[config.mk]
export PLATFORM = sky130hd
export DESIGN_NAME = spi_stat_unit
export DESIGN_NICKNAME = d
export VERILOG_FILES = /design/src/rtl/spi_stat_pkg.sv /design/src/rtl/spi_w1c_flag.sv /design/src/rtl/spi_lvl_enc.sv /design/src/rtl/spi_tx_sel.sv /design/src/rtl/spi_stat_unit.sv
export SDC_FILE = /design/constraint.sdc
export NUM_CORES = 1
export LEC_CHECK = 0
export BUFFER_PORTS_ARGS = -buffer_cell sky130_fd_sc_hd__buf_2
export CAP_MARGIN = 20
export CORE_MARGIN = 2
export CORE_UTILIZATION = 36
export CTS_BUF_LIST = sky130_fd_sc_hd__clkbuf_4 sky130_fd_sc_hd__clkbuf_8
export DETAILED_ROUTE_END_ITERATION = 6
export GPL_TIMING_DRIVEN = 0
export PLACE_DENSITY = 0.77
export SYNTH_ARGS = -nofsm -noshare
export SYNTH_HDL_FRONTEND = slang
export SYNTH_HIERARCHICAL = 1
export SYNTH_SLANG_ARGS = --single-unit
[constraint.sdc]
create_clock -name clk -period 0.8 [get_ports clk]
set_clock_uncertainty 0.1 [all_clocks]
set_input_delay 0.04 -clock clk [delete_from_list [all_inputs] [get_ports clk]]
set_output_delay 0.04 -clock clk [all_outputs]
set_load 0.02 [all_outputs]
[src/rtl/spi_stat_pkg.sv]
package spi_stat_pkg;
  localparam int STAT_W = 16;
  localparam int B_DONE = 0;
  localparam int B_MF   = 1;
  localparam int B_TUNF = 2;
  localparam int B_ROVF = 3;
  localparam int B_TCOL = 4;
  localparam int B_TXS  = 5;
  localparam int B_RXS  = 7;
  localparam int B_EXT  = 9;
  localparam int N_ERR  = 5;

  typedef enum logic [1:0] {
    BUF_EMPTY = 2'b00,
    BUF_PART  = 2'b01,
    BUF_FULL  = 2'b11
  } buf_state_e;
endpackage

[src/rtl/spi_w1c_flag.sv]
module spi_w1c_flag (
  input  logic clk,
  input  logic rst_n,
  input  logic set,
  input  logic clr,
  output logic q
);
  logic q_d;

  always_comb begin
    q_d = q;
    if (clr) q_d = 1'b0;
    if (set) q_d = 1'b1;
  end

  always_ff @(posedge clk or negedge rst_n) begin
    if (!rst_n) q <= 1'b0;
    else        q <= q_d;
  end

  // set dominates a simultaneous clear
  a_r9_set_wins: assert property (@(posedge clk) disable iff (!rst_n)
    set |=> q);
  // a lone clear empties the flag
  a_r8_clear: assert property (@(posedge clk) disable iff (!rst_n)
    (clr && !set) |=> !q);
  // without events the flag holds
  a_r8_hold: assert property (@(posedge clk) disable iff (!rst_n)
    (!clr && !set) |=> (q == $past(q)));
endmodule

[src/rtl/spi_lvl_enc.sv]
module spi_lvl_enc
  import spi_stat_pkg::*;
#(
  parameter int DEPTH = 2,
  localparam int LVL_W = $clog2(DEPTH + 1)
) (
  input  logic [LVL_W-1:0] level,
  output buf_state_e       state
);
  always_comb begin
    if (level == '0)
      state = BUF_EMPTY;
    else if (32'(level) >= DEPTH)
      state = BUF_FULL;
    else
      state = BUF_PART;
  end
endmodule

[src/rtl/spi_tx_sel.sv]
module spi_tx_sel #(
  parameter int DATA_W = 8
) (
  input  logic              clk,
  input  logic              rst_n,
  input  logic              ld,
  input  logic              has_data,
  input  logic              send_zero,
  input  logic [DATA_W-1:0] data,
  output logic [DATA_W-1:0] word
);
  logic [DATA_W-1:0] last_q;
  logic [DATA_W-1:0] last_d;
  logic              last_en;

  assign last_en = ld & has_data;

  always_comb begin
    last_d = last_q;
    if (last_en) last_d = data;
  end

  always_ff @(posedge clk or negedge rst_n) begin
    if (!rst_n) last_q <= '0;
    else        last_q <= last_d;
  end

  always_comb begin
    if (has_data)       word = data;
    else if (send_zero) word = '0;
    else                word = last_q;
  end

  // an empty load with resend repeats the word loaded one cycle earlier
  a_r5_resend: assert property (@(posedge clk) disable iff (!rst_n)
    (ld && !has_data && !send_zero && $past(ld && has_data))
      |-> (word == $past(data)));
endmodule

[src/rtl/spi_stat_unit.sv]
module spi_stat_unit
  import spi_stat_pkg::*;
#(
  parameter int DATA_W = 8,
  parameter int DEPTH  = 2,
  localparam int LVL_W = $clog2(DEPTH + 1)
) (
  input  logic              clk,
  input  logic              rst_n,
  input  logic              word_done,
  input  logic              ext_done,
  input  logic              load_req,
  input  logic              shifting,
  input  logic [LVL_W-1:0]  tx_level,
  input  logic [DATA_W-1:0] tx_data,
  input  logic [LVL_W-1:0]  rx_level,
  input  logic              sw_tx_wr,
  input  logic              sw_rx_rd,
  input  logic              sel_n,
  input  logic              master_mode,
  input  logic              multimaster_en,
  input  logic              send_zero,
  input  logic              clr_wr,
  input  logic [15:0]       clr_data,
  output logic [15:0]       status,
  output logic              master_en,
  output logic [DATA_W-1:0] shift_word,
  output logic              rx_push
);
  localparam int ERR_POS [N_ERR] = '{B_MF, B_TUNF, B_ROVF, B_TCOL, B_EXT};

  // reset: asynchronous assertion, synchronous release
  logic [1:0] rs_q;
  logic       rst_n_i;
  always_ff @(posedge clk or negedge rst_n) begin
    if (!rst_n) rs_q <= 2'b00;
    else        rs_q <= {rs_q[0], 1'b1};
  end
  assign rst_n_i = rs_q[1];

  // event decode
  logic tx_empty, rx_full, fault;
  assign tx_empty = (tx_level == '0);
  assign rx_full  = (32'(rx_level) >= DEPTH);
  assign fault    = master_mode & multimaster_en & ~sel_n;
  assign rx_push  = word_done & ~rx_full;

  logic [N_ERR-1:0] err_set;
  logic [N_ERR-1:0] err_clr;
  logic [N_ERR-1:0] err_q;

  assign err_set[0] = fault;
  assign err_set[1] = load_req & tx_empty;
  assign err_set[2] = word_done & rx_full;
  assign err_set[3] = sw_tx_wr & shifting;
  assign err_set[4] = ext_done;

  for (genvar i = 0; i < N_ERR; i++) begin : g_err
    assign err_clr[i] = clr_wr & clr_data[ERR_POS[i]];
    spi_w1c_flag u_flag (
      .clk   (clk),
      .rst_n (rst_n_i),
      .set   (err_set[i]),
      .clr   (err_clr[i]),
      .q     (err_q[i])
    );
  end

  // word-done flag: cleared by buffer access, never by status write
  logic done_q, done_d;
  always_comb begin
    done_d = done_q;
    if (sw_rx_rd | sw_tx_wr) done_d = 1'b0;
    if (word_done)           done_d = 1'b1;
  end
  always_ff @(posedge clk or negedge rst_n_i) begin
    if (!rst_n_i) done_q <= 1'b0;
    else          done_q <= done_d;
  end

  // master drop latch
  logic kill_q, kill_d;
  always_comb begin
    kill_d = kill_q;
    if (!master_mode) kill_d = 1'b0;
    else if (fault)   kill_d = 1'b1;
  end
  always_ff @(posedge clk or negedge rst_n_i) begin
    if (!rst_n_i) kill_q <= 1'b0;
    else          kill_q <= kill_d;
  end
  assign master_en = master_mode & ~kill_q;

  // buffer status
  buf_state_e tx_st, rx_st;
  spi_lvl_enc #(.DEPTH(DEPTH)) u_tx_enc (.level(tx_level), .state(tx_st));
  spi_lvl_enc #(.DEPTH(DEPTH)) u_rx_enc (.level(rx_level), .state(rx_st));

  // outgoing word choice
  spi_tx_sel #(.DATA_W(DATA_W)) u_tx_sel (
    .clk       (clk),
    .rst_n     (rst_n_i),
    .ld        (load_req),
    .has_data  (~tx_empty),
    .send_zero (send_zero),
    .data      (tx_data),
    .word      (shift_word)
  );

  always_comb begin
    status = '0;
    status[B_DONE] = done_q;
    for (int i = 0; i < N_ERR; i++) status[ERR_POS[i]] = err_q[i];
    status[B_TXS +: 2] = tx_st;
    status[B_RXS +: 2] = rx_st;
  end

  a_r1_done: assert property (@(posedge clk) disable iff (!rst_n_i)
    word_done |=> status[B_DONE]);
  a_r2_fault: assert property (@(posedge clk) disable iff (!rst_n_i)
    (master_mode && multimaster_en && !sel_n) |=> status[B_MF]);
  a_r3_drop: assert property (@(posedge clk) disable iff (!rst_n_i)
    (master_mode && multimaster_en && !sel_n) |=> !master_en);
  a_r4_underflow: assert property (@(posedge clk) disable iff (!rst_n_i)
    (load_req && tx_level == '0) |=> status[B_TUNF]);
  a_r6_overflow: assert property (@(posedge clk) disable iff (!rst_n_i)
    (word_done && !rx_push) |=> status[B_ROVF]);
  a_r7_collision: assert property (@(posedge clk) disable iff (!rst_n_i)
    (sw_tx_wr && shifting) |=> status[B_TCOL]);
endmodule

* After elaboration in Yosys (flattened, before gate mapping) *
Index checks and enable logic that the tools add are counted.

cells by class
  muxes and demuxes = 20
  order comparisons = 2
  reductions and logical operators = 8
  bitwise operators = 18
  eq/ne operators = 1

operators by type and width
  cell                                                                     count
  8-bit two-way mux                                                        2
  1-bit two-way mux                                                        14
  1-bit bitwise AND                                                        13
  2-bit nonzero test                                                       6
  2-bit two-way mux                                                        4
  2-bit >= comparator, second input constant                               2
  2-bit logical NOT                                                        2
  1-bit inverter                                                           4
  2-bit by 1-bit inequality test with 1-bit output, second input constant  1
  1-bit OR                                                                 1

word-level totals
  bits of input ports = 41
  word-level logic and storage cells = 58
  output and inout port bits = 26
  register bits after elaboration = 17

* Longest topological paths before layout *
  depth in word-level cells = 4
  gate-level depth with buffers = 4

* Hierarchy *
Netlist, hierarchy kept.

by module, submodules not included
  module         cells an instance  instances  area an instance (sq um)  seq. area each (sq um)
  spi_tx_sel     31                 1          387.9                     200.2
  spi_stat_unit  30                 1          266.5                     100.1
  spi_w1c_flag   3                  5          36.3                      25.0
  spi_lvl_enc    2                  2          10.0                      0.0

* Worst setup path after synthesis *
Ideal clock, no wire load.

  path kind = input to output
  start point = input tx_level[1]
  end point = output shift_word[5]
  path slack = -0.299 ns
  path buffers = 1
  data required time = 0.660 ns
  stages on the path = 3
  arrival time = 0.959 ns
  path through = or2_4 -> buf_2 -> o21ai_0

on the way
  cells in the longest elaborated chain, start to end = 2

ends and longest elaborated chain
  element            line                 source
  start, declared    spi_stat_unit.sv:14  input logic [LVL_W-1:0] tx_level,
  2-bit logical NOT  spi_stat_unit.sv:43  assign tx_empty = (tx_level == '0);
  8-bit two-way mux  spi_tx_sel.sv:29     if (has_data) word = data;
  end, declared      spi_stat_unit.sv:27  output logic [DATA_W-1:0] shift_word,

No other way between the ends.

* Final worst setup path *
  start point = register u_tx_sel.last_q[0]
  end point = output shift_word[0]

on the way
  cells in the longest elaborated chain, start to end = 2

ends and longest elaborated chain
  element                 line              source
  start, declared         spi_tx_sel.sv:12  logic [DATA_W-1:0] last_q;
  start signal, assigned  spi_tx_sel.sv:25  else last_q <= last_d;
  8-bit two-way mux       spi_tx_sel.sv:30  else if (send_zero) word = '0;
  8-bit two-way mux       spi_tx_sel.sv:29

No other way between the ends.

==> qor.csv <==
metric;value;unit
run status;finished with violations;
failing checks;negative hold slack, negative setup slack;
starting density of the core;38.3;%
share of cells above drive strength 1;60.9;%
Synth warnings;6;
clock sink count;17;
MaxCap Viol Count;0;
Area contributors post-synth;dfrtp_1 50%, mux2_2 11%, buf_4 6.1%;
num rows;17;
area leader, netlist;dfrtp_1;
via count;786;
antenna cells;0;
final setup fails;28;
gr ovfl total;0;
Final Hold Fails;14;
RSZ-0062 raised after global routing;yes;
Max rail drop VDD;1040;µV
FMAX;839;MHz
TritonCTS clock tree;built;
Via density;4.39;
Max Buffers Root-to-Sink;2;
H-Tree Depth;1;
multi-input logic area;448;µm²
initial antenna violation count;0;
Layout area overhead;75.7;%
CTS root buf;clkbuf_4;
fraction of the yosys area taken by sequential cells;49.7;%
worst path arrival time;1.05;ns
clk_lat worst skew;0.28;ns
minimum clock period;1.19;ns
Setup TNS;-5.63;ns
worst hold path type;in -> reg;
drt total wl;2040;µm
Cell Pwr Density;1500;mW/mm²
final worst slack;-0.392;ns
Core Box Area;0.00223;mm²
die area;0.00278;mm²
DR DRC count;0;
post-synth cell types;20;
Yosys top cell area share;49.7;%
critical-path cell list;a22o_4 -> buf_6;
critical path startpoint category;register;
Slew Viols, Final;0;
first-pass GRT wire length;3350;µm
slowest stage delay, CP;0.41;ns
Worst-path clk slew;0.10;ns
Leak;0.800;nW
CP Max Fanout;2;
DIE WIDTH;52.8;µm
chip height;52.8;µm
vias in the first global route;799;
Filler cells;172;
CP Capture Type;output pin;
mean area per synthesized cell;10.7;µm²
number of port buffers;49;
crit path kind;reg -> out;
Register Area;433;µm²
period utilisation layout;149;%
CP max stage cell;dfrtp_1;
Yosys reg bits;17;
DP HPWL;1470;µm
GRT Util Overall;16.5;%
largest net degree at the start of global routing;16;
Wirelength per Cell;11.4;µm
synthesized cell area;856;µm²
# IOs;67;
Hold Worst Slack;-0.109;ns
CTS Buf Count;3;
gpl congestion;0.652;
Crit path required time;0.66;ns
DR iter-0 viols;6;
nets@finish;193;
first drt pass iteration count;4;
Cells after Synth;80;
Antenna Nets Post-Route;0;
## registers in the layout (all words and copies together), names as in the netlist
name / count
done_q: 1
g_err.u_flag/q: 5
kill_q: 1
rs_q: 2
u_tx_sel/last_q: 8
## layer usage
layer | global-route usage, % | vias to the layer above | routed length (µm)
met2 | 33.1 | 35 | 1060
met5 | 0 | - | 0
met4 | 5.13 | 0 | 0
met3 | 2.57 | 0 | 143
met1 | 16.8 | 363 | 830
li1 | - | 388 | -
## cells in the final DEF, fill, tap and decap left out, drive strengths merged
master / instances
o21a: 1
conb: 7
inv: 6
and2: 8
nand2b: 2
buf: 65
dlygate4sd3: 4
dfrtp: 17
mux2: 8
a22o: 6
a21o: 6
or2: 3
nor2b: 3
clkinv: 1
nor2: 3
o21ai: 2
clkbuf: 5
dlymetal6s4s: 1
nand2: 3
## where the power goes
part / internal, mW / switching [mW]
Combinational: 0.457 / 0.321
Clock: 0.185 / 0.263
Sequential: 0.957 / 0.0794
## cells by family after synthesis
group	count (synthesis)	share of synthesized area [%]
buffers and inverters	16	10.2
DFF	17	49.7
AOI/OAI and AO/OA	15	13.5
other	2	0.878
muxes	8	10.5
and+or+nand+nor	22	15.2
## worst max-delay path: cells and delay by family, from the launching register on
family	cells	cell delay (ns)
AO/OA/AOI/OAI	1	0.22
buffers and inverters	1	0.13
flip-flops	1	0.41
## per-stage QoR
stage,instances,setup WS [ns],area [µm²],power [mW],utilization [%]
3_5_place_dp,162,-0.407,1240,1.63,55.6
3_3_place_gp,162,-0.386,1240,1.61,55.6
4_1_cts,177,-0.404,1470,2.24,65.8
6_report,179,-0.392,1500,2.26,67.3
2_1_floorplan,85,-0.146,962,1.43,-
5_1_grt,179,-0.426,1500,2.39,67.3
## worst paths after layout
path,cells after the start,start,slack (ns),end
worst max-delay path,2,u_tx_sel/last_q[0],-0.39,shift_word[0]
worst min-delay path,2,tx_data[7],-0.11,u_tx_sel/last_q[7]
worst max register to register,2,u_tx_sel/last_q[0],-0.20,u_tx_sel/last_q[0]
worst min register to register,0,rs_q[1],0.06,u_tx_sel/last_q[5]
max in group asynchronous,0,rs_q[1],0.26,g_err[0].u_flag/q
min in group asynchronous,2,rst_n,-0.03,rs_q[1]
## area by class of cell
cell class,instances,area share [%]
repair buffers,62,31.0
multi-input cells,52,29.8
flip-flops and latches,17,28.8
plain buffers,10,4.74
well taps,28,2.33
clock buffers,3,1.50
inverters,6,1.50
clock inverters,1,0.333
## cells in the mapped netlist, drive strengths merged
cell type	count
nor2b	3
clkbuf	2
and2	8
dfrtp	17
inv	6
nand2b	2
mux2	8
buf	8
o21a	1
o21ai	2
nor2	3
a21o	6
conb	2
or2	3
a22o	6
nand2	3
## timing repair
| action | 4_1_cts | 5_1_grt |
|---|---|---|
| endpoints found under the setup margin | 29 | 30 |
| pin swaps | 2 | 1 |
| buffers inserted | 5 | 4 |
| gates resized for setup | 33 | 6 |
| hold buffers | 6 | 1 |
| hold endpoints to repair | 16 | 13 |
Note: power is estimated with default switching activity, not from simulation.
